$ cat config.mk
export PLATFORM = sky130hd
export DESIGN_NAME = mmu_ctl_regs
export DESIGN_NICKNAME = d
export VERILOG_FILES = /design/src/rtl/mmu_ctl_pkg.sv /design/src/rtl/mmu_reg_decode.sv /design/src/rtl/mmu_reg_bank.sv /design/src/rtl/mmu_array_window.sv /design/src/rtl/mmu_ctl_regs.sv
export SDC_FILE = /design/constraint.sdc
export NUM_CORES = 1
export LEC_CHECK = 0
export BUFFER_PORTS_ARGS = -buffer_cell sky130_fd_sc_hd__buf_2
export CORE_MARGIN = 1
export CORE_UTILIZATION = 54
export DETAILED_ROUTE_END_ITERATION = 16
export PLACE_DENSITY = 0.76
export SYNTH_ARGS = -nofsm -noshare
export SYNTH_HDL_FRONTEND = slang
export SYNTH_HIERARCHICAL = 1
export SYNTH_SLANG_ARGS = --single-unit
$ cat constraint.sdc
create_clock -name clk -period 3.48 [get_ports clk]
set_clock_uncertainty 0.15 [all_clocks]
set_input_delay 0.522 -clock clk [delete_from_list [all_inputs] [get_ports clk]]
set_output_delay 0.522 -clock clk [all_outputs]
set_load 0.01 [all_outputs]
$ cat src/rtl/mmu_ctl_pkg.sv
// Shared types for the MMU control register file.
// Assumes a long-word register grid on the register port and a
// 3-bit region field at the top of the array-window address.
package mmu_ctl_pkg;

    localparam int NUM_REGS = 9;
    localparam logic [1:0] SZ_LONG = 2'd2;

    // Register select; the value is the long-word index of the offset
    typedef enum logic [3:0] {
        RS_CTL    = 4'd0,
        RS_PTEH   = 4'd1,
        RS_PTEL   = 4'd2,
        RS_ASSIST = 4'd3,
        RS_TBASE  = 4'd4,
        RS_FADDR  = 4'd5,
        RS_TRAP   = 4'd6,
        RS_EXC    = 4'd7,
        RS_IRQ    = 4'd8,
        RS_NONE   = 4'd15
    } reg_sel_e;

    // Array-window sub-regions; bit 1 set means a translation-buffer array
    typedef enum logic [2:0] {
        AR_ICACHE_TAG  = 3'd0,
        AR_ICACHE_DATA = 3'd1,
        AR_ITLB_TAG    = 3'd2,
        AR_ITLB_DATA   = 3'd3,
        AR_OCACHE_TAG  = 3'd4,
        AR_OCACHE_DATA = 3'd5,
        AR_UTLB_TAG    = 3'd6,
        AR_UTLB_DATA   = 3'd7
    } arr_region_e;

    function automatic logic is_tlb_region(input logic [2:0] code);
        return code[1];
    endfunction

endpackage

$ cat src/rtl/mmu_reg_decode.sv
// Register-port decoder.
// Turns a request into a register select plus read/write enables, or into
// an access error when the size is not long-word, the address is not
// aligned, or the offset is past the last register. Purely combinational.
module mmu_reg_decode
    import mmu_ctl_pkg::*;
#(
    parameter int AW = 6
) (
    input  logic          valid,
    input  logic          write,
    input  logic [1:0]    size,
    input  logic [AW-1:0] addr,
    output reg_sel_e      sel,
    output logic          wr_en,
    output logic          rd_en,
    output logic          acc_err
);

    localparam int IDX_W = AW - 2;

    logic [IDX_W-1:0] idx;
    logic             legal;

    // Classify the request as legal or erroneous
    always_comb begin
        idx   = addr[AW-1:2];
        legal = (size == SZ_LONG) && (addr[1:0] == 2'b00) &&
                (int'(idx) < NUM_REGS);
        sel     = legal ? reg_sel_e'(4'(idx)) : RS_NONE;
        wr_en   = valid &&  write && legal;
        rd_en   = valid && !write && legal;
        acc_err = valid && !legal;
    end

endmodule

$ cat src/rtl/mmu_reg_bank.sv
// Storage and side effects of the control registers.
// Each register keeps only the bits of its keep-mask. A control-word write
// with the invalidate bit set, or a change of the address-space ID, yields
// a one-cycle pulse in the following cycle. Read data and the error flag
// are also registered, one cycle after the request.
// Assumes the decoder never asserts wr_en or rd_en together with acc_err.
module mmu_reg_bank
    import mmu_ctl_pkg::*;
#(
    parameter int DW       = 32,
    parameter int ASID_W   = 8,
    parameter int CODE_W   = 11,
    parameter int ASSIST_W = 4,
    parameter int INV_BIT  = 2
) (
    input  logic          clk,
    input  logic          rst_n,
    input  logic          wr_en,
    input  logic          rd_en,
    input  logic          acc_err,
    input  reg_sel_e      sel,
    input  logic [DW-1:0] wdata,
    output logic          rd_valid,
    output logic [DW-1:0] rd_data,
    output logic          inv_pulse,
    output logic          flush_pulse,
    output logic          err_pulse
);

    localparam int CTL_I    = int'(RS_CTL);
    localparam int PTEH_I   = int'(RS_PTEH);
    localparam int ASSIST_I = int'(RS_ASSIST);

    function automatic logic [DW-1:0] keep_mask(input int i);
        logic [DW-1:0] m;
        m = '1;
        case (i)
            int'(RS_CTL):    m[INV_BIT] = 1'b0;
            int'(RS_ASSIST): m = DW'((64'd1 << ASSIST_W) - 64'd1);
            int'(RS_TRAP),
            int'(RS_EXC),
            int'(RS_IRQ):    m = DW'((64'd1 << CODE_W) - 64'd1);
            default:         m = '1;
        endcase
        return m;
    endfunction

    logic [NUM_REGS-1:0][DW-1:0] store;
    logic [DW-1:0]               mask_w [NUM_REGS];
    logic [DW-1:0]               rd_mux;

    // One keep-mask per register, computed from its index
    for (genvar g = 0; g < NUM_REGS; g++) begin : g_mask
        assign mask_w[g] = keep_mask(g);
    end

    // Write the selected register through its keep-mask
    always_ff @(posedge clk) begin
        if (!rst_n) begin
            store <= '0;
        end else if (wr_en) begin
            for (int i = 0; i < NUM_REGS; i++) begin
                if (sel == reg_sel_e'(i)) store[i] <= wdata & mask_w[i];
            end
        end
    end

    // Select the read value
    always_comb begin
        rd_mux = '0;
        for (int i = 0; i < NUM_REGS; i++) begin
            if (sel == reg_sel_e'(i)) rd_mux = store[i];
        end
    end

    // Register read data, error flag and command pulses
    always_ff @(posedge clk) begin
        if (!rst_n) begin
            rd_valid    <= 1'b0;
            rd_data     <= '0;
            inv_pulse   <= 1'b0;
            flush_pulse <= 1'b0;
            err_pulse   <= 1'b0;
        end else begin
            rd_valid    <= rd_en;
            rd_data     <= rd_en ? rd_mux : '0;
            inv_pulse   <= wr_en && (sel == RS_CTL) && wdata[INV_BIT];
            flush_pulse <= wr_en && (sel == RS_PTEH) &&
                           (wdata[ASID_W-1:0] != store[PTEH_I][ASID_W-1:0]);
            err_pulse   <= acc_err;
        end
    end


    inv_bit_clear_chk: assert property (@(posedge clk) disable iff (!rst_n)
        !store[CTL_I][INV_BIT]);


    flush_asid_chk: assert property (@(posedge clk) disable iff (!rst_n)
        flush_pulse |-> store[PTEH_I][ASID_W-1:0] != $past(store[PTEH_I][ASID_W-1:0]));


    err_hold_chk: assert property (@(posedge clk) disable iff (!rst_n)
        err_pulse |-> $stable(store) && !rd_valid && !inv_pulse && !flush_pulse);


    assist_width_chk: assert property (@(posedge clk) disable iff (!rst_n)
        store[ASSIST_I][DW-1:ASSIST_W] == '0);


    rd_idle_zero_chk: assert property (@(posedge clk) disable iff (!rst_n)
        !rd_valid |-> rd_data == '0);

endmodule

$ cat src/rtl/mmu_array_window.sv
// Array-access window decoder.
// The top three address bits pick one of eight sub-regions. Translation-
// buffer regions are forwarded one cycle later as a request; cache regions
// are absorbed and read as zero. Read data for forwarded reads comes
// straight from the external buffer in the cycle after the access.
module mmu_array_window
    import mmu_ctl_pkg::*;
#(
    parameter int WIN_AW = 27,
    parameter int DW     = 32
) (
    input  logic              clk,
    input  logic              rst_n,
    input  logic              win_valid,
    input  logic              win_write,
    input  logic [WIN_AW-1:0] win_addr,
    input  logic [DW-1:0]     win_wdata,
    input  logic [DW-1:0]     tlb_rdata,
    output logic              win_rvalid,
    output logic [DW-1:0]     win_rdata,
    output logic              tlb_req_valid,
    output logic              tlb_req_write,
    output logic [2:0]        tlb_req_region,
    output logic [WIN_AW-4:0] tlb_req_offset,
    output logic [DW-1:0]     tlb_req_wdata
);

    localparam int OFF_W = WIN_AW - 3;

    logic [2:0]       region;
    logic [OFF_W-1:0] offset;
    logic [7:0]       tlb_map;
    logic             hit_tlb;
    logic             rd_tlb_q;

    // Class of each of the eight sub-regions
    for (genvar g = 0; g < 8; g++) begin : g_region
        assign tlb_map[g] = is_tlb_region(3'(g));
    end

    // Split the window address into region code and offset
    always_comb begin
        region  = win_addr[WIN_AW-1 -: 3];
        offset  = win_addr[OFF_W-1:0];
        hit_tlb = tlb_map[region];
    end

    // Register the forwarded request and the read-return flags
    always_ff @(posedge clk) begin
        if (!rst_n) begin
            tlb_req_valid  <= 1'b0;
            tlb_req_write  <= 1'b0;
            tlb_req_region <= '0;
            tlb_req_offset <= '0;
            tlb_req_wdata  <= '0;
            win_rvalid     <= 1'b0;
            rd_tlb_q       <= 1'b0;
        end else begin
            tlb_req_valid  <= win_valid && hit_tlb;
            tlb_req_write  <= win_write;
            tlb_req_region <= region;
            tlb_req_offset <= offset;
            tlb_req_wdata  <= win_wdata;
            win_rvalid     <= win_valid && !win_write;
            rd_tlb_q       <= hit_tlb;
        end
    end

    // Return buffer data for forwarded reads, zero otherwise
    assign win_rdata = (win_rvalid && rd_tlb_q) ? tlb_rdata : '0;


    tlb_fwd_src_chk: assert property (@(posedge clk) disable iff (!rst_n)
        tlb_req_valid |-> $past(win_valid) && tlb_req_region[1]);


    cache_quiet_chk: assert property (@(posedge clk) disable iff (!rst_n)
        (win_valid && !win_addr[WIN_AW-2]) |=> !tlb_req_valid);


    win_idle_zero_chk: assert property (@(posedge clk) disable iff (!rst_n)
        !win_rvalid |-> win_rdata == '0);

endmodule

$ cat src/rtl/mmu_ctl_regs.sv
// MMU control register file, top level.
// Joins the register-port decoder, the register bank with its command
// pulses, and the independent array-window decoder. The two ports share
// no state and may both be active in the same cycle.
module mmu_ctl_regs
    import mmu_ctl_pkg::*;
#(
    parameter int DW       = 32,
    parameter int AW       = 6,
    parameter int WIN_AW   = 27,
    parameter int ASID_W   = 8,
    parameter int CODE_W   = 11,
    parameter int ASSIST_W = 4,
    parameter int INV_BIT  = 2
) (
    input  logic              clk,
    input  logic              rst_n,
    input  logic              reg_valid,
    input  logic              reg_write,
    input  logic [1:0]        reg_size,
    input  logic [AW-1:0]     reg_addr,
    input  logic [DW-1:0]     reg_wdata,
    output logic              reg_rvalid,
    output logic [DW-1:0]     reg_rdata,
    output logic              reg_err,
    output logic              tlb_invalidate,
    output logic              tlb_flush,
    input  logic              win_valid,
    input  logic              win_write,
    input  logic [WIN_AW-1:0] win_addr,
    input  logic [DW-1:0]     win_wdata,
    output logic              win_rvalid,
    output logic [DW-1:0]     win_rdata,
    output logic              tlb_req_valid,
    output logic              tlb_req_write,
    output logic [2:0]        tlb_req_region,
    output logic [WIN_AW-4:0] tlb_req_offset,
    output logic [DW-1:0]     tlb_req_wdata,
    input  logic [DW-1:0]     tlb_rdata
);

    reg_sel_e sel;
    logic     wr_en;
    logic     rd_en;
    logic     acc_err;

    mmu_reg_decode #(.AW(AW)) u_decode (
        .valid   (reg_valid),
        .write   (reg_write),
        .size    (reg_size),
        .addr    (reg_addr),
        .sel     (sel),
        .wr_en   (wr_en),
        .rd_en   (rd_en),
        .acc_err (acc_err)
    );

    mmu_reg_bank #(
        .DW(DW), .ASID_W(ASID_W), .CODE_W(CODE_W),
        .ASSIST_W(ASSIST_W), .INV_BIT(INV_BIT)
    ) u_bank (
        .clk         (clk),
        .rst_n       (rst_n),
        .wr_en       (wr_en),
        .rd_en       (rd_en),
        .acc_err     (acc_err),
        .sel         (sel),
        .wdata       (reg_wdata),
        .rd_valid    (reg_rvalid),
        .rd_data     (reg_rdata),
        .inv_pulse   (tlb_invalidate),
        .flush_pulse (tlb_flush),
        .err_pulse   (reg_err)
    );

    mmu_array_window #(.WIN_AW(WIN_AW), .DW(DW)) u_window (
        .clk            (clk),
        .rst_n          (rst_n),
        .win_valid      (win_valid),
        .win_write      (win_write),
        .win_addr       (win_addr),
        .win_wdata      (win_wdata),
        .tlb_rdata      (tlb_rdata),
        .win_rvalid     (win_rvalid),
        .win_rdata      (win_rdata),
        .tlb_req_valid  (tlb_req_valid),
        .tlb_req_write  (tlb_req_write),
        .tlb_req_region (tlb_req_region),
        .tlb_req_offset (tlb_req_offset),
        .tlb_req_wdata  (tlb_req_wdata)
    );


    pulses_exclusive_chk: assert property (@(posedge clk) disable iff (!rst_n)
        $onehot0({tlb_invalidate, tlb_flush, reg_err, reg_rvalid}));


    err_from_req_chk: assert property (@(posedge clk) disable iff (!rst_n)
        reg_err |-> $past(reg_valid));

endmodule

# [After elaboration in Yosys (flattened, before gate mapping)]
# Memory sizes are Yosys's and may differ from the RTL's.
# Cells that the tools add are included.
[totals] reg_bits=295 latch_bits=0 ramBits=0 romBits=8 inputBits=137 output_inout_bits=130 elab_cells=78 n_memories=1
[classes] add_sub_neg=0 n_mul=0 n_div=0 order_cmp=2 eq_ne=10 shift=0 muxes=12 bitwise_logic=1 reduce_logical=30
[memory_table] name="(name not given)" words=8 width=1 rd=1 rd_ports_with_merged_regs=0 wr=0 line_no="mmu_array_window.sv:45" rtl="hit_tlb = tlb_map[region];"
[op_table] cell="32-bit two-way mux" count=7
[op_table] cell="11-bit two-way mux" count=3
[op_table] cell="2-bit AND reduction" count=10
[op_table] cell="4-bit by 3-bit equality test with 1-bit output, second input constant" count=4
[op_table] cell="1-bit logical AND" count=14
[op_table] cell="4-bit by 2-bit equality test with 1-bit output, second input constant" count=2
[op_table] cell="8-bit inequality test" count=1
[op_table] cell="4-bit by 1-bit equality test with 1-bit output, second input constant" count=1
[op_table] cell="4-bit equality test, second input constant" count=1
[op_table] cell="4-bit zero test" count=1
[op_table] cell="3-bit by 4-bit < comparator with 1-bit output, second input constant" count=1
[op_table] cell="4-bit < comparator, second input constant" count=1
[op_table] cell="4-bit two-way mux" count=1
[op_table] cell="4-bit OR reduction" count=1
[op_table] cell="1-bit zero test" count=3
[op_table] cell="2-bit equality test, second input constant" count=1
[op_table] cell="2-bit zero test" count=1
[op_table] cell="1-bit two-way mux" count=1
[op_table] cell="1-bit NOT" count=1

# [Longest topological paths before layout]
# Gate-level depths: netlist of the first run.
[depth] ltp_word=14 depth_mapped=10 ltp_nobuf=6

# [Modules after synthesis]
# The synthesis of the first run kept the hierarchy.
[by_module_without_submodules] mod="mmu_reg_bank" n_inst=1 cells_per_inst=1171 area_each_um2=10042.1 seq_area_each_um2=4644.5
[by_module_without_submodules] mod="mmu_array_window" n_inst=1 cells_per_inst=169 area_each_um2=1961.9 seq_area_each_um2=1241.2
[by_module_without_submodules] mod="mmu_reg_decode" n_inst=1 cells_per_inst=11 area_each_um2=81.3 seq_area_each_um2=0.0

# [Least setup slack after synthesis of the first run]
# No wires, ideal clock.
[synth_path] path_kind="in2reg" start="input reg_size[0]" end="register u_bank.rd_data[10]" setup_ps=124 arrival_time_ps=2538 required_time_ps=3206 slack_ps=668 stages=8 n_path_buf=3 cell_sequence="or4b_4 -> or3_1 -> buf_6 -> buf_6 -> buf_2 -> a211o_1 -> a221oi_1 -> o21ai_1"
[synth_via] elab_chain_cells=14 word_cells_on_any_way=24 cone_classes="eq/ne: 9; mux: 10; reduce/logical: 5"
[synth_lines] item="start: declaration" line_no="mmu_ctl_regs.sv:20" rtl="input logic [1:0] reg_size,"
[synth_lines] item="2-bit equality test (*)" line_no="mmu_reg_decode.sv:28" rtl="legal = (size == SZ_LONG) && (addr[1:0] == 2'b00) &&"
[synth_lines] item="1-bit logical AND (*) (2 in series)" line_no="mmu_reg_decode.sv:28"
[synth_lines] item="4-bit two-way mux (*)" line_no="mmu_reg_decode.sv:30" rtl="sel = legal ? reg_sel_e'(4'(idx)) : RS_NONE;"
[synth_lines] item="via sel[1]" line_no="mmu_ctl_regs.sv:42" rtl="reg_sel_e sel;"
[synth_lines] item="4-bit zero test" line_no="mmu_reg_bank.sv:72" rtl="if (sel == reg_sel_e'(i)) rd_mux = store[i];"
[synth_lines] item="32-bit two-way mux (6 in series)" line_no="mmu_reg_bank.sv:72"
[synth_lines] item="11-bit two-way mux (2 in series)" line_no="mmu_reg_bank.sv:72"
[synth_lines] item="11-bit two-way mux (*)" line_no="mmu_reg_bank.sv:72"
[synth_lines] item="end signal: assignment" line_no="mmu_reg_bank.sv:86" rtl="rd_data <= rd_en ? rd_mux : '0;"
[synth_lines] item="end: declaration" line_no="mmu_reg_bank.sv:24" rtl="output logic [DW-1:0] rd_data,"
# Mark *: on every way through the listed nets, which the timed path passes. The rest lies on a longest branch.
# A chain may end at the register's enable or synchronous reset.

# [Final worst setup path of the first run]
[layout_path] start="input reg_size[0]" end="register u_bank.rd_data[1]"
# The elaborated chain is that of the path after synthesis.

==> impl_results.md, run 1 <==
- Post-detailed-route count of antenna-violating nets: 0
- Clock transition at path regs: ~0.070 ns
- Most frequent cells in the layout: nand2_1, dfxtp_1, buf_2, a21boi_1, a21boi_0
- # setup viols final: 0
- Number of buffers created by CTS: 29
- Total of warnings raised by yosys: 6
- WL/cell: 17.9 um
- Register area share after synthesis: 0.487
- Post-Syn Area: roughly 0.012 mm2
- Via count: ~10,000
- Gpl congestion: about 0.93
- DRC: 0
- Synth Area per Inst: 8.95 um2
- Fmax: 0.343 GHz
- Worst EP arrival: 3.17 ns
- TritonCTS clock tree: done
- Vias/cell: between 5 and 6
- Initial antenna violation count: 1
- Sequential Power Share: 0.479
- Power share of the combinational group: 0.045
- Final design utilization: 0.669
- Final hold vios: 0
- Root Buffer: clkbuf_16
- First-pass GRT wire length: 50,400 um
- Pin count of the biggest net entering global routing: 130
- Critical path peak fanout: 14
- Die height: 152 um
- Internal power: 0.00568 W
- Post-Synth Adder-Cell Area: 0
- Xor and xnor area share after synthesis: 0.00580
- Unrepaired setup endpoints after global routing: no
- TNS Setup: 0 ns
- HP Class: in2reg
- Cell Rows: 54
- Post-Syn Instances: between 1,000 and 1,500
- Leak Pwr: around 6 nW
- Post-synth EDFFs: 0
- Largest family of logic cells by synthesized area: simple AND/OR/NAND/NOR gates
- Setup Buffers After CTS: 0
- HPWL Detailed: between 20,000 and 25,000 um
- Fraction of layout cells with a size suffix above 1: 0.271
- Reg2reg start: u_bank/store[137]
- DP Area: between 0.01 and 0.015 mm2
- Startpoint Class: input pin
- Starting Density: 0.552
- Synth unique cells: 52
- Reg-to-reg endpoint: u_bank/rd_data[9]
- Clock Latency Late Sink: 0.54 ns
- Core area: 0.0219 mm2
- Status: finished clean
- Fin crit share: 0.837
- Reg2Reg Depth: 4
- #FFs+latches synth: approximately 290
- Crit path required time: 3.74 ns
- Worst VDD drop: between 0.4 and 0.5 mV
- Complex-gate fraction of the synthesized area: 0.190
- MaxCap Viol Count: 0
- Top FF cell, synth: dfxtp_1
- GRT Total Usage: 0.279
- Number of H-tree levels: 1
- Chip width: 152 um
- Fin. max-slew vios: 0
- Syn-to-layout area delta: 21.2%
- Routed wire length: 33,500 um
- Simple-Gate Fraction of Synth Area: 0.228
- Post-Syn Nets: 1,488
- Crit. Startpoint: reg_size[0]
- I/O pin total: 267
- P_sw: ~0.0015 W
- WHS Endpoint: u_window/tlb_req_region[2]
- NumNets Final: 1,707
- Fill count: 1,799
- Clock buffer depth: 3
- CTS Hold Bufs: 0
- Clock share of power: 0.476
- R2r setup slk: 2.02 ns
- DIE AREA: 0.0230 mm2
- Ant diodes: 0
- DRT Pass-1 Iters: 7
- Post-synthesis mux area share: 0.0392
- GR Overflow Total: 0
- Drt initial violations: 772
- Hold path cells: 2
- FFs w/ async S/R, synth: 0
- IO buf count: 266
- Clk sinks: 294
- PostCTS Resize Cnt: 0
- PD cells: slightly below 500 mW/mm2
- Min-delay src: win_addr[26]
- Critical path class: in2reg
- Post-layout instance area: 0.0146 mm2
- Vias in the first global route: 9,608
- Worst-Margin Slew: 0.813 ns
- Min Tclk post-route: 2.91 ns
- CP endpoint kind: register
- Switch share: 0.205
- Max-slew headroom: 0.457
- Most common cell after layout, fill and taps aside: nand2_1
## flip-flops by register name (all words and copies together), names as in the netlist, 3 cells and up
register	count
u_window/tlb_req_offset	24
u_bank/rd_data	32
u_window/tlb_req_wdata	32
u_window/tlb_req_region	3
u_bank/store	196
## critical path, stage by stage
cell and delay [ns]:
buf_2 0.10, or4b_4 0.58, or3_1 0.53, nor2_2 0.39, and2_1 0.50, a221oi_1 0.18
o32ai_1 0.36
## stage by stage
| step | worst slack, ns | power (W) | hold slack (ns) | cells |
|---|---|---|---|---|
| 2_1_floorplan | 0.668 | 0.00365 | 0.277 | 1351 |
| 3_3_place_gp | 0.168 | 0.00381 | 0.286 | 1819 |
| 3_5_place_dp | 0.121 | 0.00382 | 0.292 | 1819 |
| 4_1_cts | 0.619 | 0.00718 | 0.0275 | 1872 |
| 5_1_grt | 0.469 | 0.00735 | 0.0432 | 1872 |
| 6_report | 0.567 | 0.00714 | 0.0485 | 1872 |
## cell usage after synthesis (3+ instances only)
master,n,area (um2)
nand2_1,372,1400
dfxtp_1,294,5890
a21boi_1,140,1050
clkbuf_1,55,206
a21boi_0,53,398
and2_2,48,360
buf_2,37,185
and3_1,36,225
mux2i_1,35,350
nor2_1,33,124
nand3_1,25,125
a222oi_1,21,210
o2bb2ai_1,21,184
and2_1,16,100
nor2b_1,16,100
a221oi_1,13,114
buf_4,12,90.1
mux2_2,11,124
o21ai_0,11,55.1
clkbuf_2,10,50.1
o21ai_1,8,40.0
xor2_1,8,70.1
a211o_1,7,61.3
o221ai_1,7,61.3
a21oi_1,5,25.0
buf_6,5,56.3
a211oi_1,4,30.0
buf_1,4,15.0
nand3b_1,4,30.0
nand4b_1,4,35.0
or3_1,4,25.0
nand2b_1,3,18.8
o32ai_1,3,26.3
## power groups by stage
stage / clock network [W] / registers (W) / logic [W]
detailed placement: 0 / 0.00349 / 0.000322
global placement: 0 / 0.00349 / 0.000319
floorplan: 0 / 0.00351 / 0.000141
global route: 0.00358 / 0.00342 / 0.000352
CTS: 0.00344 / 0.00342 / 0.000324
finish: 0.00340 / 0.00342 / 0.000324
## worst max-delay path by stage
stage                                     to  slack [ns]
after floorplan           u_bank/rd_data[10]        0.67
after global placement     u_bank/rd_data[3]        0.17
after detailed placement   u_bank/rd_data[0]        0.12
after CTS                  u_bank/rd_data[1]        0.62
after global routing       u_bank/rd_data[0]        0.47
final                      u_bank/rd_data[1]        0.57
## layout make-up
type / instances / area [um2] / share of cell area
Inverter: 2 / 7.51 / 0.000513
Tap cell: 280 / 350 / 0.0239
Timing Repair Buffer: 311 / 1750 / 0.119
Clock inverter: 10 / 200 / 0.0137
Sequential cell: 294 / 5890 / 0.402
Multi-Input combinational cell: 932 / 5600 / 0.383
Clock buffer: 43 / 848 / 0.0579
## per-layer routing
| metal | vias up | share of wire | global-route usage |
|---|---|---|---|
| met1 | 4911 | 0.42 | 0.354 |
| met4 | 0 | 0.022 | 0.0842 |
| met2 | 399 | 0.50 | 0.494 |
| met3 | 58 | 0.061 | 0.0335 |
| met5 | - | 0 | 0 |
| li1 | 5011 | - | - |
## kinds of logic (layout without fill, tap and decap cells)
kind of cell           after synthesis  after routing
AO/OA/AOI/OAI                      297            297
flip-flops                         294            294
XOR/XNOR                             8              8
multiplexers                        46             46
AND/OR/NAND/NOR                    581            581
buffers and inverters              125            366
Power figures use the tool's default switching activity.
==> inputs of run 2 (changes only) <==
Clock period 3.48 ns to 2.7 ns, I/O delays scaled along.
==> run 2 against run 1 <==
Routed wire length up 8.6%. Critical path depth up 1. Worst hold slack got worse by 0.033 ns. Flip-flop and latch count did not move. Clock-buffer cell count unchanged. Clock power increased by 27%. Global-route usage rose by 2.4 points. Power increased by 30%. Critical path type unchanged. Largest cell class unchanged.
==> impl_results.md, run 2 (same netlist as run 1, synthesis figures left out) <==
- Crit path required time: 3.00 ns (-0.74 ns)
- Final hold vios: 0 (unchanged)
- Clock transition at path regs: 0.06 ns (about the same)
- Die height: 152 um (unchanged)
- DRC: 0 (unchanged)
- I/O pin total: 267 (unchanged)
- CTS Hold Bufs: 78 (+78)
- HP Class: in2reg
- Clock Latency Late Sink: 0.54 ns (about the same)
- Setup Buffers After CTS: 0 (unchanged)
- Power share of the combinational group: 0.058 (+0.013)
- IO buf count: 266 (unchanged)
- Via count: 10,985 (+5.8%)
- Clk sinks: 294 (unchanged)
- Reg2Reg Depth: 4 (unchanged)
- Number of buffers created by CTS: 29 (unchanged)
- Max-slew headroom: 0.408 (-0.0491)
- Switch share: 0.209 (+0.00484)
- WHS Endpoint: u_bank/store[183]
- Most common cell after layout, fill and taps aside: nand2_1
- Worst-Margin Slew: 0.885 ns (+0.0720 ns)
- DIE AREA: 0.0230 mm2 (unchanged)
- GRT Total Usage: 0.304 (+0.0245)
- Core area: 0.0219 mm2 (unchanged)
- Clock share of power: 0.467 (-0.009)
- Largest registers: u_bank/store: 196 flops, u_bank/rd_data: 32 flops, u_window/tlb_req_wdata: 32 flops
- MaxCap Viol Count: 0 (unchanged)
- Initial antenna violation count: 0 (-1)
- Drt initial violations: 976 (+26%)
- Post-detailed-route count of antenna-violating nets: 0 (unchanged)
- Chip width: 152 um (unchanged)
- Max FFs per register: 196 (unchanged)
- TNS Setup: 0 ns (unchanged)
- Root Buffer: clkbuf_16
- Most frequent cells in the layout: nand2_1, dfxtp_1, buf_2, a21boi_1, dlygate4sd3_1
- Min Hold Slack: 0.0155 ns (-0.0330 ns)
- Vias/cell: 5.53 (-0.19%)
- Fin. max-slew vios: 0 (unchanged)
- Startpoint Class: input pin
- Reg-to-reg endpoint: u_bank/rd_data[8]
- Fraction of layout cells with a size suffix above 1: 0.274 (+0.00270)
- Reg2reg start: u_bank/store[136]
- Gpl congestion: 0.916 (-1.9%)
- Leak Pwr: 6.58 nW (+8.5%)
- Critical path peak fanout: 10 (-4)
- Pin count of the biggest net entering global routing: 115 (-12%)
- GR Overflow Total: 0 (unchanged)
- Status: finished clean
- Most flop-heavy register: u_bank/store
- Syn-to-layout area delta: 30.0%
- Vias in the first global route: 10,439 (+8.6%)
- Sequential Power Share: 0.475 (-0.004)
- Min Tclk post-route: 2.50 ns
- DRT Pass-1 Iters: 8 (+1)
- Routed wire length: 36,300 um (+8.6%)
- Number of H-tree levels: 1 (unchanged)
- NumNets Final: 1,819 (+6.6%)
- Unrepaired setup endpoints after global routing: no
- Fmax: 0.400 GHz
- Fin crit share: 0.926
- Critical path class: in2reg
- Worst VDD drop: 0.485 mV (+16%)
- First-pass GRT wire length: 54,300 um (+7.7%)
- Cell Rows: 54 (unchanged)
- Final design utilization: 0.718 (+0.0490)
- WL/cell: 18.3 um (+2.4%)
- PostCTS Resize Cnt: 0 (unchanged)
- P_sw: 0.00194 W (+33%)
- Internal power: 0.00733 W (+29%)
- Worst EP arrival: 2.80 ns (-0.37 ns)
- Total Power: 0.00928 W (+30%)
- # setup viols final: 0 (unchanged)
- R2r setup slk: 1.25 ns (-0.77 ns)
- HPWL Detailed: 23,100 um (+3.9%)
- TritonCTS clock tree: done
- Starting Density: 0.552 (unchanged)
- Min-delay src: reg_wdata[23]
- Hold path cells: 3 (+1)
- Clock buffer depth: 3 (unchanged)
- PD cells: 590 mW/mm2 (+21%)
- CP endpoint kind: register
==> run 2: layer usage <==
layer	routed length (um)	global-route usage	vias up	part of all wire
met3	2280	0.0410	83	0.063
li1	-	-	5239	-
met4	1300	0.117	0	0.036
met2	18000	0.530	421	0.49
met1	14800	0.378	5242	0.41
met5	0	0	-	0
==> run 2: stage by stage <==
stage	setup slack (ns)	instance area [um2]	cells
6_report	0.199	15700	1985
3_3_place_gp	-0.304	13900	1853
2_1_floorplan	0.00536	12100	1351
3_5_place_dp	-0.311	13900	1853
5_1_grt	0.0747	15700	1984
4_1_cts	0.239	15700	1984
==> run 2: critical path, stage by stage <==
cell	delay, ns
buf_2	0.10
or4b_4	0.54
buf_4	0.17
or3_4	0.42
nor2b_2	0.28
and2_1	0.43
a221oi_1	0.18
o32ai_1	0.27
==> run 2: worst max-delay path by stage <==
stage,cells past startpoint,slack (ns),to,start
final,8,0.20,u_bank/rd_data[0],reg_size[0]
after global routing,8,0.07,u_bank/store[159],reg_size[0]
after CTS,2,0.24,win_rdata[17],u_window/win_rvalid
after detailed placement,8,-0.31,u_bank/rd_data[8],reg_size[0]
after global placement,8,-0.30,u_bank/rd_data[8],reg_size[0]
after floorplan,8,0.005,u_bank/rd_data[10],reg_size[0]
==> run 2: layout make-up <==
type | count | area, um2
fillers | 1666 | 6180
flip-flops and latches | 294 | 5890
multi-input cells | 932 | 5600
repair buffers | 423 | 2830
clock buffers | 43 | 858
well taps | 280 | 350
clock inverters | 10 | 175
inverters | 2 | 7.51
diodes | 1 | 2.50
==> run 2: power by group through the flow <==
stage	clock network (W)	logic, W	registers (W)
after floorplan	0	0.000181	0.00452
after global placement	0	0.000425	0.00450
after detailed placement	0	0.000431	0.00450
after CTS	0.00436	0.000522	0.00441
after global routing	0.00456	0.000572	0.00441
final	0.00433	0.000536	0.00441
==> inputs of run 3 (changes only) <==
Settings changed: CTS_BUF_LIST set to sky130_fd_sc_hd__clkbuf_16.
==> run 3 against run 2 <==
Via count up 0.25%. Critical path type unchanged. Flip-flop and latch count unchanged. First-iteration DRC count up 4.4%. Cell count unchanged.
==> impl_results.md, run 3 (same netlist as run 1, synthesis figures left out) <==
- Status: finished clean
- Min Tclk post-route: 2.52 ns (+0.0219 ns)
- First-pass GRT wire length: 54,200 um (-0.30%)
- Placed cells: 1,853 (unchanged)
- Fin. max-slew vios: 0 (unchanged)
- DRT Pass-1 Iters: 6 (-2)
- Fraction of layout cells with a size suffix above 1: 0.270 (-0.00454)
- Max FFs per register: 196 (unchanged)
- PostCTS Resize Cnt: 0 (unchanged)
- Most common cell after layout, fill and taps aside: nand2_1
- Min-delay src: reg_wdata[15]
- Most flop-heavy register: u_bank/store
- Clock buffer depth: 3 (unchanged)
- Post-detailed-route count of antenna-violating nets: 0 (unchanged)
- HP Class: in2reg
- Routed wire length: 36,400 um (+0.12%)
- Clock Latency Late Sink: 0.55 ns (about the same)
- Vias in the first global route: 10,345 (-0.90%)
- GR Overflow Total: 0 (unchanged)
- Fin crit share: 0.935 (+0.00812)
- Worst VDD drop: 0.486 mV (+0.10%)
- Critical path peak fanout: 12 (+2)
- Syn-to-layout area delta: 29.3%
- Clk sinks: 294 (unchanged)
- Crit path required time: 3.00 ns (about the same)
- Via count: 11,012 (+0.25%)
- IO buf count: 266 (unchanged)
- Worst slack, placed: -0.311 ns (unchanged)
- Starting Density: 0.552 (unchanged)
- R2r setup slk: 1.25 ns (about the same)
- Chip width: 152 um (unchanged)
- Core area: 0.0219 mm2 (unchanged)
- Most frequent cells in the layout: nand2_1, dfxtp_1, buf_2, a21boi_1, dlygate4sd3_1
- Crit. Startpoint: reg_size[0]
- I/O pin total: 267 (unchanged)
- Reg-to-reg endpoint: u_bank/rd_data[8]
- Pin count of the biggest net entering global routing: 115 (unchanged)
- Hold path cells: 3 (unchanged)
- Fmax: 0.396 GHz (-0.87%)
- CP endpoint kind: register
- NumNets Final: 1,818 (-0.055%)
- Clock transition at path regs: 0.06 ns (about the same)
- Non-Filler Instances: 1,985 (unchanged)
- Max-slew headroom: 0.426 (+0.0185)
- Leak Pwr: 6.55 nW (-0.37%)
- Drt initial violations: 1,019 (+4.4%)
- Die height: 152 um (unchanged)
- Unrepaired setup endpoints after global routing: no
- Setup WS post-layout: 0.177 ns (-0.0219 ns)
- WL/cell: 18.3 um (+0.12%)
- Gpl congestion: 0.916 (unchanged)
- HPWL Detailed: 23,100 um (unchanged)
- Cell Rows: 54 (unchanged)
- Final hold vios: 0 (unchanged)
- Vias/cell: 5.55 (+0.25%)
- Worst-Margin Slew: 0.858 ns (-0.0277 ns)
- Worst EP arrival: 2.82 ns (+0.02 ns)
- Startpoint Class: input pin
- Number of H-tree levels: 1 (unchanged)
- Number of buffers created by CTS: 29 (unchanged)
- DIE AREA: 0.0230 mm2 (unchanged)
- PD cells: 578 mW/mm2 (-2.1%)
- TritonCTS clock tree: done
- Reg2reg start: u_bank/store[136]
- GRT Total Usage: 0.302 (-0.00127)
- Setup crit end: u_bank/store[159]
- # setup viols final: 0 (unchanged)
- Largest registers: u_bank/store: 196 flops, u_bank/rd_data: 32 flops, u_window/tlb_req_wdata: 32 flops
- DRC: 0 (unchanged)
- Root Buffer: clkbuf_16
- Critical path class: in2reg
- Reg2Reg Depth: 4 (unchanged)
- MaxCap Viol Count: 0 (unchanged)
- Initial antenna violation count: 0 (unchanged)
## run 3: changes by cell type in the layout (fill, tap and decap cells not counted), sizes merged
cell         previous run  this run
clkbuf                 43        29
clkinv                  5        13
diode                   1         2
dlygate4sd3            78        77
inv                     2         8
## run 3: power breakdown
part / internal (W) / leakage [nW] / switching, W
registers: 0.00439 / 2.38 / 0.0000235
logic: 0.000284 / 3.68 / 0.000252
clock network: 0.00241 / 0.492 / 0.00167
## run 3: how the worst min path moves through the flow
stage | to | slack [ns]
6_report | u_bank/store[143] | 0.01
5_1_grt | u_bank/store[15] | 0.01
4_1_cts | u_bank/store[79] | 0.0002
3_5_place_dp | u_bank/store[136] | 0.29
3_3_place_gp | u_bank/store[134] | 0.29
2_1_floorplan | u_bank/rd_data[10] | 0.28
## run 3: repair_timing
action,4_1_cts,5_1_grt
buffers inserted,0,0
hold endpoints to repair,108,0
hold buffers,77,0
endpoints found under the setup margin,0,0
## run 3: cell type report
cell class,instances,area [um2]
Clock buffer,29,726
Sequential cell,294,5890
Fill cell,1669,6260
Inverter,2,7.51
Clock inverter,24,228
Multi-Input combinational cell,932,5600
Antenna cell,2,5.00
Timing Repair Buffer,422,2820
Tap cell,280,350
## run 3: per-layer routing
metal  up-vias  part of all wire  global-route usage
li1       5229                 -                   -
met1      5243              0.41               0.383
met3        80             0.066              0.0380
met4         0             0.031               0.112
met5         -                 0                   0
met2       460              0.50               0.525
## run 3: critical path, cell delays in order
cell and delay (ns):
buf_2 0.10, or4b_4 0.54, or3_2 0.57, nor4b_4 0.44
and2_1 0.25, buf_4 0.23, nand2_1 0.07, a21boi_0 0.21
## run 3: stage by stage
stage / instance area (um2) / utilization / power (W) / hold slack [ns] / setup TNS [ns]
after detailed placement: 13900 / 0.635 / 0.00494 / 0.294 / -43.08
after global routing: 15600 / 0.714 / 0.00929 / 0.0120 / 0
after CTS: 15600 / 0.714 / 0.00903 / 0.000197 / 0
after global placement: 13900 / 0.635 / 0.00493 / 0.286 / -38.67
after floorplan: 12100 / - / 0.00470 / 0.277 / 0
final: 15600 / 0.714 / 0.00903 / 0.0133 / 0
